$ cat config.mk
export PLATFORM = sky130hd
export DESIGN_NAME = sram_async_ctl
export DESIGN_NICKNAME = d
export VERILOG_FILES = /design/src/rtl/sram_ctl_pkg.sv /design/src/rtl/sram_ctl_gap.sv /design/src/rtl/sram_ctl_seq.sv /design/src/rtl/sram_async_ctl.sv
export SDC_FILE = /design/constraint.sdc
export NUM_CORES = 1
export LEC_CHECK = 0
export CAP_MARGIN = 15
export CORE_MARGIN = 8
export CORE_UTILIZATION = 45
export DETAILED_ROUTE_END_ITERATION = 8
export GPL_ROUTABILITY_DRIVEN = 0
export HOLD_SLACK_MARGIN = 0.06
export PLACE_DENSITY_LB_ADDON = 0.2
export REMOVE_ABC_BUFFERS = 1
export SYNTH_ARGS = -nofsm -noshare
export SYNTH_HDL_FRONTEND = slang
export SYNTH_HIERARCHICAL = 1
export SYNTH_SLANG_ARGS = --single-unit
$ cat constraint.sdc
create_clock -name clk -period 4.3 [get_ports clk]
set_clock_uncertainty 0.2 [all_clocks]
set_input_delay 0.86 -clock clk [delete_from_list [all_inputs] [get_ports clk]]
set_output_delay 0.86 -clock clk [all_outputs]
set_load 0.02 [all_outputs]
$ cat src/rtl/sram_ctl_pkg.sv
package sram_ctl_pkg;

    typedef enum logic [2:0] {
        PH_IDLE  = 3'd0,
        PH_TURN  = 3'd1,
        PH_READ  = 3'd2,
        PH_WRITE = 3'd3,
        PH_HOLD  = 3'd4,
        PH_DONE  = 3'd5
    } phase_e;

    // cycles needed to cover a minimum of ns nanoseconds, never fewer than one
    function automatic int cyc_of(input int ns, input int clk_ns);
        int c;
        c = (ns + clk_ns - 1) / clk_ns;
        return (c < 1) ? 1 : c;
    endfunction

    function automatic int max2(input int a, input int b);
        return (a > b) ? a : b;
    endfunction

endpackage

$ cat src/rtl/sram_ctl_gap.sv
// Counts the cycles since the last read released the read enable.
module sram_ctl_gap #(
    parameter int TURN_CYC = 2
) (
    input  logic clk,
    input  logic rst_n,
    input  logic load,
    output logic clear_next
);
    localparam int TW = $clog2(TURN_CYC + 1) + 1;

    logic [TW-1:0] gap_d, gap_q;

    always_comb begin
        gap_d = gap_q;
        if (load)
            gap_d = TW'(TURN_CYC);
        else if (gap_q != '0)
            gap_d = gap_q - 1'b1;
        // true when the bus is free to drive in the coming cycle
        clear_next = !load && (gap_q <= TW'(1));
    end

    always_ff @(posedge clk or negedge rst_n) begin
        if (!rst_n)
            gap_q <= '0;
        else
            gap_q <= gap_d;
    end

endmodule

$ cat src/rtl/sram_ctl_seq.sv
// Access sequencer: all memory pins come straight from registers.
module sram_ctl_seq #(
    parameter int AW     = 17,
    parameter int DW     = 8,
    parameter int RD_CYC = 3,
    parameter int WR_CYC = 2
) (
    input  logic          clk,
    input  logic          rst_n,
    input  logic          req,
    input  logic          req_we,
    input  logic [AW-1:0] req_addr,
    input  logic [DW-1:0] req_wdata,
    input  logic          gap_clear,
    output logic          rd_end,
    output logic          ready,
    output logic          done,
    output logic [DW-1:0] rdata,
    output logic [AW-1:0] mem_a,
    output logic          mem_sel_n,
    output logic          mem_sel,
    output logic          mem_rd_n,
    output logic          mem_wr_n,
    output logic [DW-1:0] mem_dout,
    input  logic [DW-1:0] mem_din,
    output logic          mem_drive
);
    import sram_ctl_pkg::*;

    localparam int CW = $clog2(max2(RD_CYC, WR_CYC) + 1);

    typedef struct packed {
        phase_e        ph;
        logic [CW-1:0] cnt;
        logic [AW-1:0] a;
        logic [DW-1:0] wd;
        logic [DW-1:0] rd;
        logic          sel_n;
        logic          sel;
        logic          rd_n;
        logic          wr_n;
        logic          drv;
        logic          dn;
    } st_t;

    localparam st_t ST_RST = '{
        ph: PH_IDLE, cnt: '0, a: '0, wd: '0, rd: '0,
        sel_n: 1'b1, sel: 1'b0, rd_n: 1'b1, wr_n: 1'b1, drv: 1'b0, dn: 1'b0
    };

    st_t  st_d, st_q;
    logic launch_wr;

    always_comb begin
        st_d      = st_q;
        st_d.dn   = 1'b0;
        rd_end    = 1'b0;
        launch_wr = 1'b0;
        case (st_q.ph)
            PH_IDLE: begin
                if (req) begin
                    st_d.a  = req_addr;
                    st_d.wd = req_wdata;
                    if (req_we) begin
                        if (gap_clear) launch_wr = 1'b1;
                        else           st_d.ph   = PH_TURN;
                    end else begin
                        st_d.ph    = PH_READ;
                        st_d.cnt   = CW'(RD_CYC - 1);
                        st_d.sel_n = 1'b0;
                        st_d.sel   = 1'b1;
                        st_d.rd_n  = 1'b0;
                    end
                end
            end
            PH_TURN: begin
                if (gap_clear) launch_wr = 1'b1;
            end
            PH_READ: begin
                if (st_q.cnt == '0) begin
                    st_d.rd    = mem_din;
                    st_d.ph    = PH_DONE;
                    st_d.sel_n = 1'b1;
                    st_d.sel   = 1'b0;
                    st_d.rd_n  = 1'b1;
                    st_d.dn    = 1'b1;
                    rd_end     = 1'b1;
                end else begin
                    st_d.cnt = st_q.cnt - 1'b1;
                end
            end
            PH_WRITE: begin
                if (st_q.cnt == '0) begin
                    st_d.ph   = PH_HOLD;
                    st_d.wr_n = 1'b1;
                end else begin
                    st_d.cnt = st_q.cnt - 1'b1;
                end
            end
            PH_HOLD: begin
                st_d.ph    = PH_DONE;
                st_d.sel_n = 1'b1;
                st_d.sel   = 1'b0;
                st_d.drv   = 1'b0;
                st_d.dn    = 1'b1;
            end
            PH_DONE: st_d.ph = PH_IDLE;
            default: st_d = ST_RST;
        endcase
        if (launch_wr) begin
            st_d.ph    = PH_WRITE;
            st_d.cnt   = CW'(WR_CYC - 1);
            st_d.sel_n = 1'b0;
            st_d.sel   = 1'b1;
            st_d.wr_n  = 1'b0;
            st_d.drv   = 1'b1;
        end
    end

    always_ff @(posedge clk or negedge rst_n) begin
        if (!rst_n)
            st_q <= ST_RST;
        else
            st_q <= st_d;
    end

    assign ready     = (st_q.ph == PH_IDLE);
    assign done      = st_q.dn;
    assign rdata     = st_q.rd;
    assign mem_a     = st_q.a;
    assign mem_sel_n = st_q.sel_n;
    assign mem_sel   = st_q.sel;
    assign mem_rd_n  = st_q.rd_n;
    assign mem_wr_n  = st_q.wr_n;
    assign mem_dout  = st_q.wd;
    assign mem_drive = st_q.drv;

endmodule

$ cat src/rtl/sram_async_ctl.sv
module sram_async_ctl #(
    parameter int ADDR_W       = 17,
    parameter int DATA_W       = 8,
    parameter int CLK_NS       = 5,
    parameter int T_ACCESS_NS  = 12,
    parameter int T_RDEN_NS    = 6,
    parameter int T_CYCLE_NS   = 12,
    parameter int T_WPULSE_NS  = 10,
    parameter int T_DSETUP_NS  = 7,
    parameter int T_ASETUP_NS  = 10,
    parameter int T_RELEASE_NS = 7
) (
    input  logic              clk,
    input  logic              rst_n,
    input  logic              req,
    input  logic              req_we,
    input  logic [ADDR_W-1:0] req_addr,
    input  logic [DATA_W-1:0] req_wdata,
    output logic              ready,
    output logic              done,
    output logic [DATA_W-1:0] rdata,
    output logic [ADDR_W-1:0] mem_a,
    output logic              mem_sel_n,
    output logic              mem_sel,
    output logic              mem_rd_n,
    output logic              mem_wr_n,
    output logic [DATA_W-1:0] mem_dout,
    input  logic [DATA_W-1:0] mem_din,
    output logic              mem_drive
);
    import sram_ctl_pkg::*;

    localparam int RD_CYC = max2(max2(cyc_of(T_ACCESS_NS, CLK_NS), cyc_of(T_RDEN_NS, CLK_NS)),
                                 cyc_of(T_CYCLE_NS, CLK_NS));
    // the hold cycle after the write pulse counts toward the full cycle time
    localparam int WR_CYC = max2(max2(cyc_of(T_WPULSE_NS, CLK_NS), cyc_of(T_DSETUP_NS, CLK_NS)),
                                 max2(cyc_of(T_ASETUP_NS, CLK_NS),
                                      max2(cyc_of(T_CYCLE_NS, CLK_NS) - 1, 1)));
    localparam int TURN_CYC = cyc_of(T_RELEASE_NS, CLK_NS);

    logic gap_clear;
    logic rd_end;

    sram_ctl_gap #(.TURN_CYC(TURN_CYC)) u_gap (
        .clk        (clk),
        .rst_n      (rst_n),
        .load       (rd_end),
        .clear_next (gap_clear)
    );

    sram_ctl_seq #(
        .AW     (ADDR_W),
        .DW     (DATA_W),
        .RD_CYC (RD_CYC),
        .WR_CYC (WR_CYC)
    ) u_seq (
        .clk       (clk),
        .rst_n     (rst_n),
        .req       (req),
        .req_we    (req_we),
        .req_addr  (req_addr),
        .req_wdata (req_wdata),
        .gap_clear (gap_clear),
        .rd_end    (rd_end),
        .ready     (ready),
        .done      (done),
        .rdata     (rdata),
        .mem_a     (mem_a),
        .mem_sel_n (mem_sel_n),
        .mem_sel   (mem_sel),
        .mem_rd_n  (mem_rd_n),
        .mem_wr_n  (mem_wr_n),
        .mem_dout  (mem_dout),
        .mem_din   (mem_din),
        .mem_drive (mem_drive)
    );

endmodule

==> flow_summary.json, run 1 <==
{
  "outcome": "complete, no violations",
  "hpwl_mm": 3.890,
  "via_per_inst": 5.038,
  "vias": 1864,
  "cp.arrival_ps": 2260,
  "wire_per_inst_um": 14.94,
  "power.density_nw_per_um2": 721.4,
  "fin_crit_sh": 0.7733,
  "grt_pass1_vias": 1845,
  "ys_seq_elements": 47,
  "ant_nets": 0,
  "path_class": "register to primary output",
  "hold_end": "u_seq/mem_a[8]",
  "final-max-slew-violation-count": 0,
  "start_kind": "register",
  "htreeDepth": 2,
  "ys_async_sr_fraction": 1.000,
  "grt_max_degree": 48,
  "synth_top_area_frac": 0.4456,
  "syn_area_um2": 2471,
  "reg2reg_depth": 7,
  "initial_core_util": 0.4572,
  "layout_common_cells": "clkdlybuf4s50_1 (75), nand2_1 (53), dfrtp_1 (44)",
  "synth_mux_area_frac": 0.004051,
  "numCtsBuffers": 5,
  "multi_input_area_um2": 903.4,
  "cts_tree": "done",
  "synth_top_family_by_area": "simple AND/OR/NAND/NOR gates",
  "required_ps": 3240,
  "synth_cell_type_count": 43,
  "clk_pin_slew_worst_paths_ps": 90,
  "r2r_end": "u_seq/mem_sel",
  "synth.avg_cell_area_um2": 9.578,
  "firstDrtPassIters": 4,
  "min-delay-start": "u_seq/mem_a[8]",
  "die_w_um": 90.11,
  "num_antenna_cells": 0,
  "hp-class": "register to register",
  "die-height_um": 90.11,
  "ir_drop_v": 0.0002804,
  "finalSetupTns_ps": 0,
  "design_area_um2": 3069,
  "p_clk_frac": 0.124,
  "tightest_slew_ps": 1032,
  "drt_iter0_markers": 62,
  "cts.sinks": 47,
  "synth_simple_gate_area_frac": 0.1889,
  "drc": 0,
  "rsz0062_at_grt": "no",
  "place_area_um2": 2974,
  "root_buffer": "clkbuf_8",
  "cp-end-kind": "primary output",
  "dieArea_um2": 8119,
  "fmax_mhz": 300.8,
  "rows": 27,
  "port_buffers": 76,
  "synth-edff-count": 0,
  "final_common_cell": "clkdlybuf4s50_1",
  "nets": 338,
  "ys_seq_area_frac": 0.4775,
  "ioPinCount": 77,
  "drt-total-wl_mm": 5.527,
  "power_mw": 2.214,
  "nFillCells": 507,
  "synth_top_flop_cell": "dfrtp_1",
  "drive_above_1_share": 0.07718,
  "hold_buffers": 0,
  "synth_cells": 258,
  "setup_viol": 0,
  "yosysWarnings": 6,
  "synth_compound_area_frac": 0.1489,
  "timing.rr.start": "u_seq/st_q[41]",
  "core_um2": 5405,
  "grt_pass1_wl_mm": 9.252,
  "comb_power_share": 0.517,
  "yosysTopAreaCell": "dfrtp_1",
  "hold_viol": 0,
  "rrSetupSlack_ps": 1300,
  "min_path_cells": 2,
  "insertion_delay_ps": 290,
  "grt_remaining_overflow": 0,
  "holdWs_ps": 271.8,
  "slew_headroom": 0.3122,
  "crit_fanout": 26,
  "switching_share": 0.4212,
  "netlist_top_cells_area": "dfrtp_1 (45%), buf_4 (11%), nand2_1 (8.1%)",
  "power.leakage_nw": 1.396,
  "power_switching_uw": 932.5,
  "antenna_found_initial": 0,
  "cts_buffer_depth": 2,
  "grt_usage": 0.1346,
  "area_growth_pct": 24.20,
  "post_cts_buffers": 0,
  "synthAdderAreaFrac": 0.02025,
  "seqPwrFrac": 0.359,
  "min_period_ps": 3325,
  "seq_area_um2": 1180,
  "intPower_mw": 1.281,
  "ctsResizeCount": 0,
  "maxCapViolations": 0,
  "synth_xor_area_frac": 0.003544
}
==> worst max-delay path: stages (launching register included) <==
cell	delay (ps)
dfrtp_1	700
nor3_4	290
buf_4	310
clkdlybuf4s50_1	660
==> sequential cells by signal, indices dropped and copies added, names as in the netlist <==
register and flops:
u_gap/gap_q 3, u_seq/done 1, u_seq/mem_a 17, u_seq/mem_dout 8
u_seq/mem_drive 1, u_seq/mem_rd_n 1, u_seq/mem_sel 1, u_seq/mem_sel_n 1
u_seq/mem_wr_n 1, u_seq/rdata 8, u_seq/st_q 5
==> layout make-up <==
| cell class | count | share of cell area |
|---|---|---|
| Sequential cell | 47 | 0.3844 |
| Multi-Input combinational cell | 156 | 0.2943 |
| Timing Repair Buffer | 77 | 0.2487 |
| Tap cell | 72 | 0.02935 |
| Clock buffer | 7 | 0.02813 |
| Inverter | 10 | 0.01223 |
| Clock inverter | 1 | 0.002854 |
==> synth_stat cells (2+ instances only) <==
cell type  number
inv_2           2
a21oi_1         7
o2bb2ai_1       8
buf_2           4
nand2_1        53
buf_4          35
nand2b_1        3
nand3_1        25
ha_1            4
o21ai_0         6
o32a_1          2
dfstp_2         3
o21ba_2         2
dfrtp_1        44
a22oi_1         8
inv_1           7
nor2_1         13
buf_6           6
or2_1           2
==> layer usage <==
metal	vias up	share of wire	global-route usage
li1	917	-	-
met1	885	0.46	0.1728
met2	58	0.43	0.1920
met3	4	0.10	0.06650
met4	0	0.010	0.04300
met5	-	0	0
==> power groups by stage <==
stage	registers [mW]	logic (mW)	clock network [mW]
5_1_grt	0.825	1.26	0.301
4_1_cts	0.795	1.16	0.284
3_5_place_dp	0.801	1.16	0
3_3_place_gp	0.796	1.14	0
6_report	0.795	1.14	0.274
2_1_floorplan	0.931	0.542	0
==> worst max-delay path by stage <==
stage              startpoint             end  slack [ps]  depth (start not counted)
4_1_cts        u_seq/st_q[43]           ready         970                          3
5_1_grt        u_seq/st_q[43]           ready         850                          3
2_1_floorplan  u_seq/st_q[41]  u_seq/st_q[39]        1840                          6
6_report       u_seq/st_q[43]           ready         980                          3
3_3_place_gp   u_seq/st_q[43]           ready        1330                          3
3_5_place_dp   u_seq/st_q[43]           ready        1310                          3
==> logic make-up after synthesis <==
group | Yosys count
AOI/OAI and AO/OA | 47
xor gates and xnor gates | 1
adders and majority gates | 4
buffers and inverters | 55
DFF | 47
muxes | 1
and+or+nand+nor | 103
==> stage by stage <==
| stage | util | instances | setup WS (ps) |
|---|---|---|---|
| 2_1_floorplan | - | 213 | 1835 |
| 3_3_place_gp | 0.5502 | 362 | 1326 |
| 3_5_place_dp | 0.5502 | 362 | 1306 |
| 4_1_cts | 0.5678 | 370 | 972.6 |
| 5_1_grt | 0.5678 | 370 | 853.9 |
| 6_report | 0.5678 | 370 | 975.0 |
(Power assumes the default switching activity.)
==> run 2, diff against run 1 <==
--- a/config.mk
+++ b/config.mk
@@ -7,7 +7,7 @@
 export LEC_CHECK = 0
 export CAP_MARGIN = 15
 export CORE_MARGIN = 8
-export CORE_UTILIZATION = 45
+export CORE_UTILIZATION = 42
 export DETAILED_ROUTE_END_ITERATION = 8
 export GPL_ROUTABILITY_DRIVEN = 0
 export HOLD_SLACK_MARGIN = 0.06
==> constraint.sdc (replaced) <==
create_clock -name clk -period 2.74 [get_ports clk]
set_clock_uncertainty 0.2 [all_clocks]
set_input_delay 0.548 -clock clk [delete_from_list [all_inputs] [get_ports clk]]
set_output_delay 0.548 -clock clk [all_outputs]
set_load 0.02 [all_outputs]
==> run 2 against run 1 <==
- core utilization down 3.0 points
- clock power up 58%
- flip-flop and latch count unchanged
- setup slack worse by 740 ps
- largest cell class unchanged
- largest power group unchanged
- highest routed layer unchanged
==> flow_summary.json, run 2 (synthesized netlist as in run 1, its figures left out) <==
{
  "final_cells": 381,
  "nFillCells": 574,
  "cts_buffer_depth": 2,
  "clk_pin_slew_worst_paths_ps": 90,
  "outcome": "complete, no violations",
  "layout_common_cells": "clkdlybuf4s50_1 (75), nand2_1 (53), dfrtp_1 (44)",
  "grt_pass1_vias": 1955,
  "grt_pass1_wl_mm": 9.501,
  "cp.arrival_ps": 1760,
  "power.density_nw_per_um2": 1132,
  "vias": 1855,
  "port_buffers": 76,
  "largest_reg_flops": 17,
  "wire_per_inst_um": 14.48,
  "dp_cells": 373,
  "power.leakage_nw": 1.436,
  "slew_headroom": 0.4295,
  "ctsResizeCount": 0,
  "ioPinCount": 77,
  "hold_buffers": 0,
  "hp-class": "input port to asynchronous set/reset pin",
  "rsz0062_at_grt": "no",
  "timing.rr.start": "u_seq/st_q[39]",
  "dieArea_um2": 8594,
  "drc": 0,
  "root_buffer": "clkbuf_8",
  "holdWs_ps": 153.5,
  "initial_core_util": 0.4249,
  "core_um2": 5816,
  "ir_drop_v": 0.0004219,
  "r2r_end": "u_seq/st_q[42]",
  "cp_cell_sequence": "buf_4 > nor3_4 > clkdlybuf4s50_1",
  "required_ps": 1990,
  "rows": 28,
  "cp-end-kind": "primary output",
  "path_delay_family": "buffers and inverters",
  "crit_path_max_incr_delay_ps": 650,
  "start_kind": "register",
  "grt_max_degree": 40,
  "hold_viol": 0,
  "seqPwrFrac": 0.323,
  "drt-total-wl_mm": 5.517,
  "final_common_cell": "clkdlybuf4s50_1",
  "cts.sinks": 47,
  "nets": 346,
  "finalSetupTns_ps": 0,
  "die_w_um": 92.71,
  "switching_share": 0.4173,
  "crit_buf_inv": 2,
  "area_growth_pct": 26.63,
  "grt_remaining_overflow": 0,
  "setup_viol": 0,
  "fmax_mhz": 399.3,
  "drive_above_1_share": 0.1013,
  "crit_fanout": 15,
  "numCtsBuffers": 5,
  "grt_usage": 0.1359,
  "htreeDepth": 2,
  "num_antenna_cells": 0,
  "rrSetupSlack_ps": 390,
  "drt_iter0_markers": 73,
  "tightest_slew_ps": 855.7,
  "via_per_inst": 4.869,
  "maxCapViolations": 0,
  "path_class": "register to primary output",
  "comb_power_share": 0.555,
  "die-height_um": 92.71,
  "fin_crit_sh": 0.9140,
  "power_switching_mw": 1.478,
  "reg2reg_depth": 9,
  "final-max-slew-violation-count": 0,
  "antenna_found_initial": 0,
  "cts_tree": "done",
  "firstDrtPassIters": 4,
  "p_clk_frac": 0.122,
  "ant_nets": 0,
  "hpwl_mm": 3.920,
  "post_cts_buffers": 0,
  "min_period_ps": 2504,
  "insertion_delay_ps": 290,
  "intPower_mw": 2.064,
  "crit_slowest_cell": "clkdlybuf4s50_1"
}
run 2: changes by cell type in the layout (fill, tap and decap cells not counted), sizes merged:
cell and delta:
buf +8
run 2: power by group through the flow:
| stage | Combinational, mW | Sequential, mW | Clock (mW) |
|---|---|---|---|
| floorplan | 0.850 | 1.46 | 0 |
| global placement | 1.97 | 1.15 | 0 |
| detailed placement | 1.99 | 1.16 | 0 |
| CTS | 2.00 | 1.15 | 0.449 |
| global route | 2.18 | 1.19 | 0.478 |
| finish | 1.96 | 1.15 | 0.432 |
run 2: worst max-delay path by stage:
stage	cells past startpoint	startpoint	to	slack, ps
floorplan	6	u_seq/st_q[41]	u_seq/st_q[39]	280
global placement	5	req	u_seq/mem_dout[3]	460
detailed placement	9	u_seq/st_q[39]	u_seq/st_q[42]	400
CTS	3	u_seq/st_q[43]	ready	210
global route	9	u_seq/st_q[39]	u_seq/mem_sel	90
finish	3	u_seq/st_q[43]	ready	240
run 2: final cells by class:
class,count,area (um2),area share
flip-flops and latches,47,1180,0.3770
multi-input cells,156,903.4,0.2887
repair buffers,85,823.3,0.2631
well taps,75,93.84,0.02999
clock buffers,7,86.33,0.02759
inverters,10,37.54,0.01200
clock inverters,1,5.005,0.001599
run 2: metrics by stage:
stage / area [um2] / setup slack (ps) / utilization / total power [mW]
3_5_place_dp: 3038 / 402.8 / 0.5224 / 3.149
4_1_cts: 3129 / 213.4 / 0.5381 / 3.593
2_1_floorplan: 2121 / 275.3 / - / 2.311
3_3_place_gp: 3038 / 459.1 / 0.5224 / 3.120
6_report: 3129 / 235.7 / 0.5381 / 3.542
5_1_grt: 3129 / 90.09 / 0.5381 / 3.849
run 2: per-layer routing:
metal | share of wire | up-vias | wire length (um) | GRT usage
met2 | 0.41 | 66 | 2245 | 0.1853
met3 | 0.11 | 7 | 610 | 0.06877
met5 | 0 | - | 0 | 0
met1 | 0.47 | 843 | 2582 | 0.1781
met4 | 0.014 | 0 | 79 | 0.05235
li1 | - | 939 | - | -
==> run 3, diff against run 2 <==
--- a/config.mk
+++ b/config.mk
@@ -12,7 +12,7 @@
 export GPL_ROUTABILITY_DRIVEN = 0
 export HOLD_SLACK_MARGIN = 0.06
 export PLACE_DENSITY_LB_ADDON = 0.2
-export REMOVE_ABC_BUFFERS = 1
+export SLEW_MARGIN = 5
 export SYNTH_ARGS = -nofsm -noshare
 export SYNTH_HDL_FRONTEND = slang
 export SYNTH_HIERARCHICAL = 1
==> run 3 against run 2 <==
- cell count decreased by 0.26%
- routed wire length fell by 2.2%
- sequential share of layout area down 0.14 points
- non-clock buffer count unchanged
- power rose by 1.4%
- register-to-register slack better by 90 ps
- fmax up 3.3%
- worst hold slack got worse by 27 ps
- largest power group unchanged
- highest routed layer unchanged
==> flow_summary.json, run 3 (synthesized netlist as in run 1, its figures left out) <==
{
  "htreeDepth": 2,
  "gr-usage-met2": 0.2080,
  "grt_pass1_vias": 1976,
  "core_um2": 5816,
  "required_ps": 1990,
  "fmax_mhz": 412.5,
  "wire_per_inst_um": 14.19,
  "path_class": "register to primary output",
  "crit_slowest_cell": "clkdlybuf4s50_1",
  "drt_iter0_markers": 49,
  "cp-end-kind": "primary output",
  "finalSetupTns_ps": 0,
  "grt_usage": 0.1291,
  "tightest_slew_ps": 587.3,
  "firstDrtPassIters": 4,
  "grt_remaining_overflow": 0,
  "cp.arrival_ps": 1680,
  "area_growth_pct": 27.09,
  "rsz0062_at_grt": "no",
  "hp-class": "input port to asynchronous set/reset pin",
  "ant_nets": 0,
  "setup_viol": 0,
  "insertion_delay_ps": 290,
  "holdWs_ps": 126.4,
  "outcome": "complete, no violations",
  "rows": 28,
  "via_per_inst": 4.989,
  "crit_path_max_incr_delay_ps": 650,
  "cts_buffer_depth": 2,
  "min_period_ps": 2424,
  "largest_reg_flops": 17,
  "port_buffers": 76,
  "hold_viol": 0,
  "synth_fp_nets": 299,
  "grt_max_degree": 48,
  "grt_pass1_wl_mm": 9.066,
  "power.density_nw_per_um2": 1143,
  "root_buffer": "clkbuf_8",
  "post_cts_buffers": 0,
  "power_mw": 3.590,
  "ioPinCount": 77,
  "drive_above_1_share": 0.09836,
  "die-height_um": 92.71,
  "vias": 1896,
  "layout_common_cells": "clkdlybuf4s50_1 (75), nand2_1 (53), dfrtp_1 (44)",
  "maxCapViolations": 0,
  "antenna_found_initial": 0,
  "dieArea_um2": 8594,
  "ir_drop_v": 0.0005829,
  "slew_headroom": 0.6085,
  "nets": 346,
  "clk_pin_slew_worst_paths_ps": 80,
  "ctsResizeCount": 0,
  "crit_fanout": 8,
  "numCtsBuffers": 5,
  "path_delay_family": "buffers and inverters",
  "cp_cell_sequence": "nor3_4 > clkdlybuf4s50_1",
  "crit_buf_inv": 1,
  "die_w_um": 92.71,
  "power.leakage_nw": 1.439,
  "hold_buffers": 0,
  "start_kind": "register",
  "cts_tree": "done",
  "cts.sinks": 47,
  "busiest_layer": "met2",
  "hpwl_mm": 3.869,
  "initial_core_util": 0.4249,
  "drc": 0,
  "use_met3": 0.04773,
  "final_common_cell": "clkdlybuf4s50_1",
  "final-max-slew-violation-count": 0,
  "grtUsageMet1": 0.1538,
  "drt-total-wl_mm": 5.394,
  "num_antenna_cells": 0,
  "fin_crit_sh": 0.8847
}
## run 3: changes by cell type in the layout (fill, tap and decap cells not counted), sizes merged
| cell | previous run | this run |
|---|---|---|
| clkbuf | 7 | 6 |
| bufinv | 0 | 1 |
| clkinv | 2 | 1 |
## run 3: worst paths after layout
path	from	end	slack, ps	cells after the start
setup / recovery	u_seq/st_q[43]	ready	320	2
hold / removal	rst_n	u_seq/rdata[4]	130	2
setup reg to reg	u_seq/st_q[39]	u_seq/st_q[39]	480	10
hold reg to reg	u_seq/mem_dout[5]	u_seq/mem_dout[5]	270	2
max in group asynchronous	rst_n	u_seq/mem_drive	1800	2
min in group clk	u_seq/mem_dout[5]	u_seq/mem_dout[5]	270	2
## run 3: power breakdown
part	leakage (nW)	internal, mW	switching [mW]
Combinational	0.814	0.891	1.07
Clock	0.0513	0.267	0.214
Sequential	0.574	0.977	0.173
Total	1.44	2.14	1.46
## run 3: routing by layer
metal / vias up / share of wire / wire, um
met5: - / 0 / 0
met4: 0 / 0.012 / 67
met3: 8 / 0.090 / 486
met2: 57 / 0.46 / 2483
met1: 894 / 0.44 / 2357
li1: 937 / - / -
## run 3: per-stage QoR
step | setup slack, ps | cell area, um2 | utilization | cells
6_report | 315.8 | 3141 | 0.5400 | 380
5_1_grt | 234.1 | 3141 | 0.5400 | 380
4_1_cts | 285.3 | 3141 | 0.5400 | 380
3_5_place_dp | 448.5 | 3038 | 0.5224 | 373
3_3_place_gp | 472.3 | 3038 | 0.5224 | 373
2_1_floorplan | 506.6 | 2471 | - | 258
## run 3: cell type report
cell class	instances	area, um2
fill	538	2675
clock inverter	1	30.03
multi-input combinational	156	903.4
tap	75	93.84
inverter	10	37.54
clock buffer	6	72.57
timing repair buffer	85	823.3
sequential	47	1180
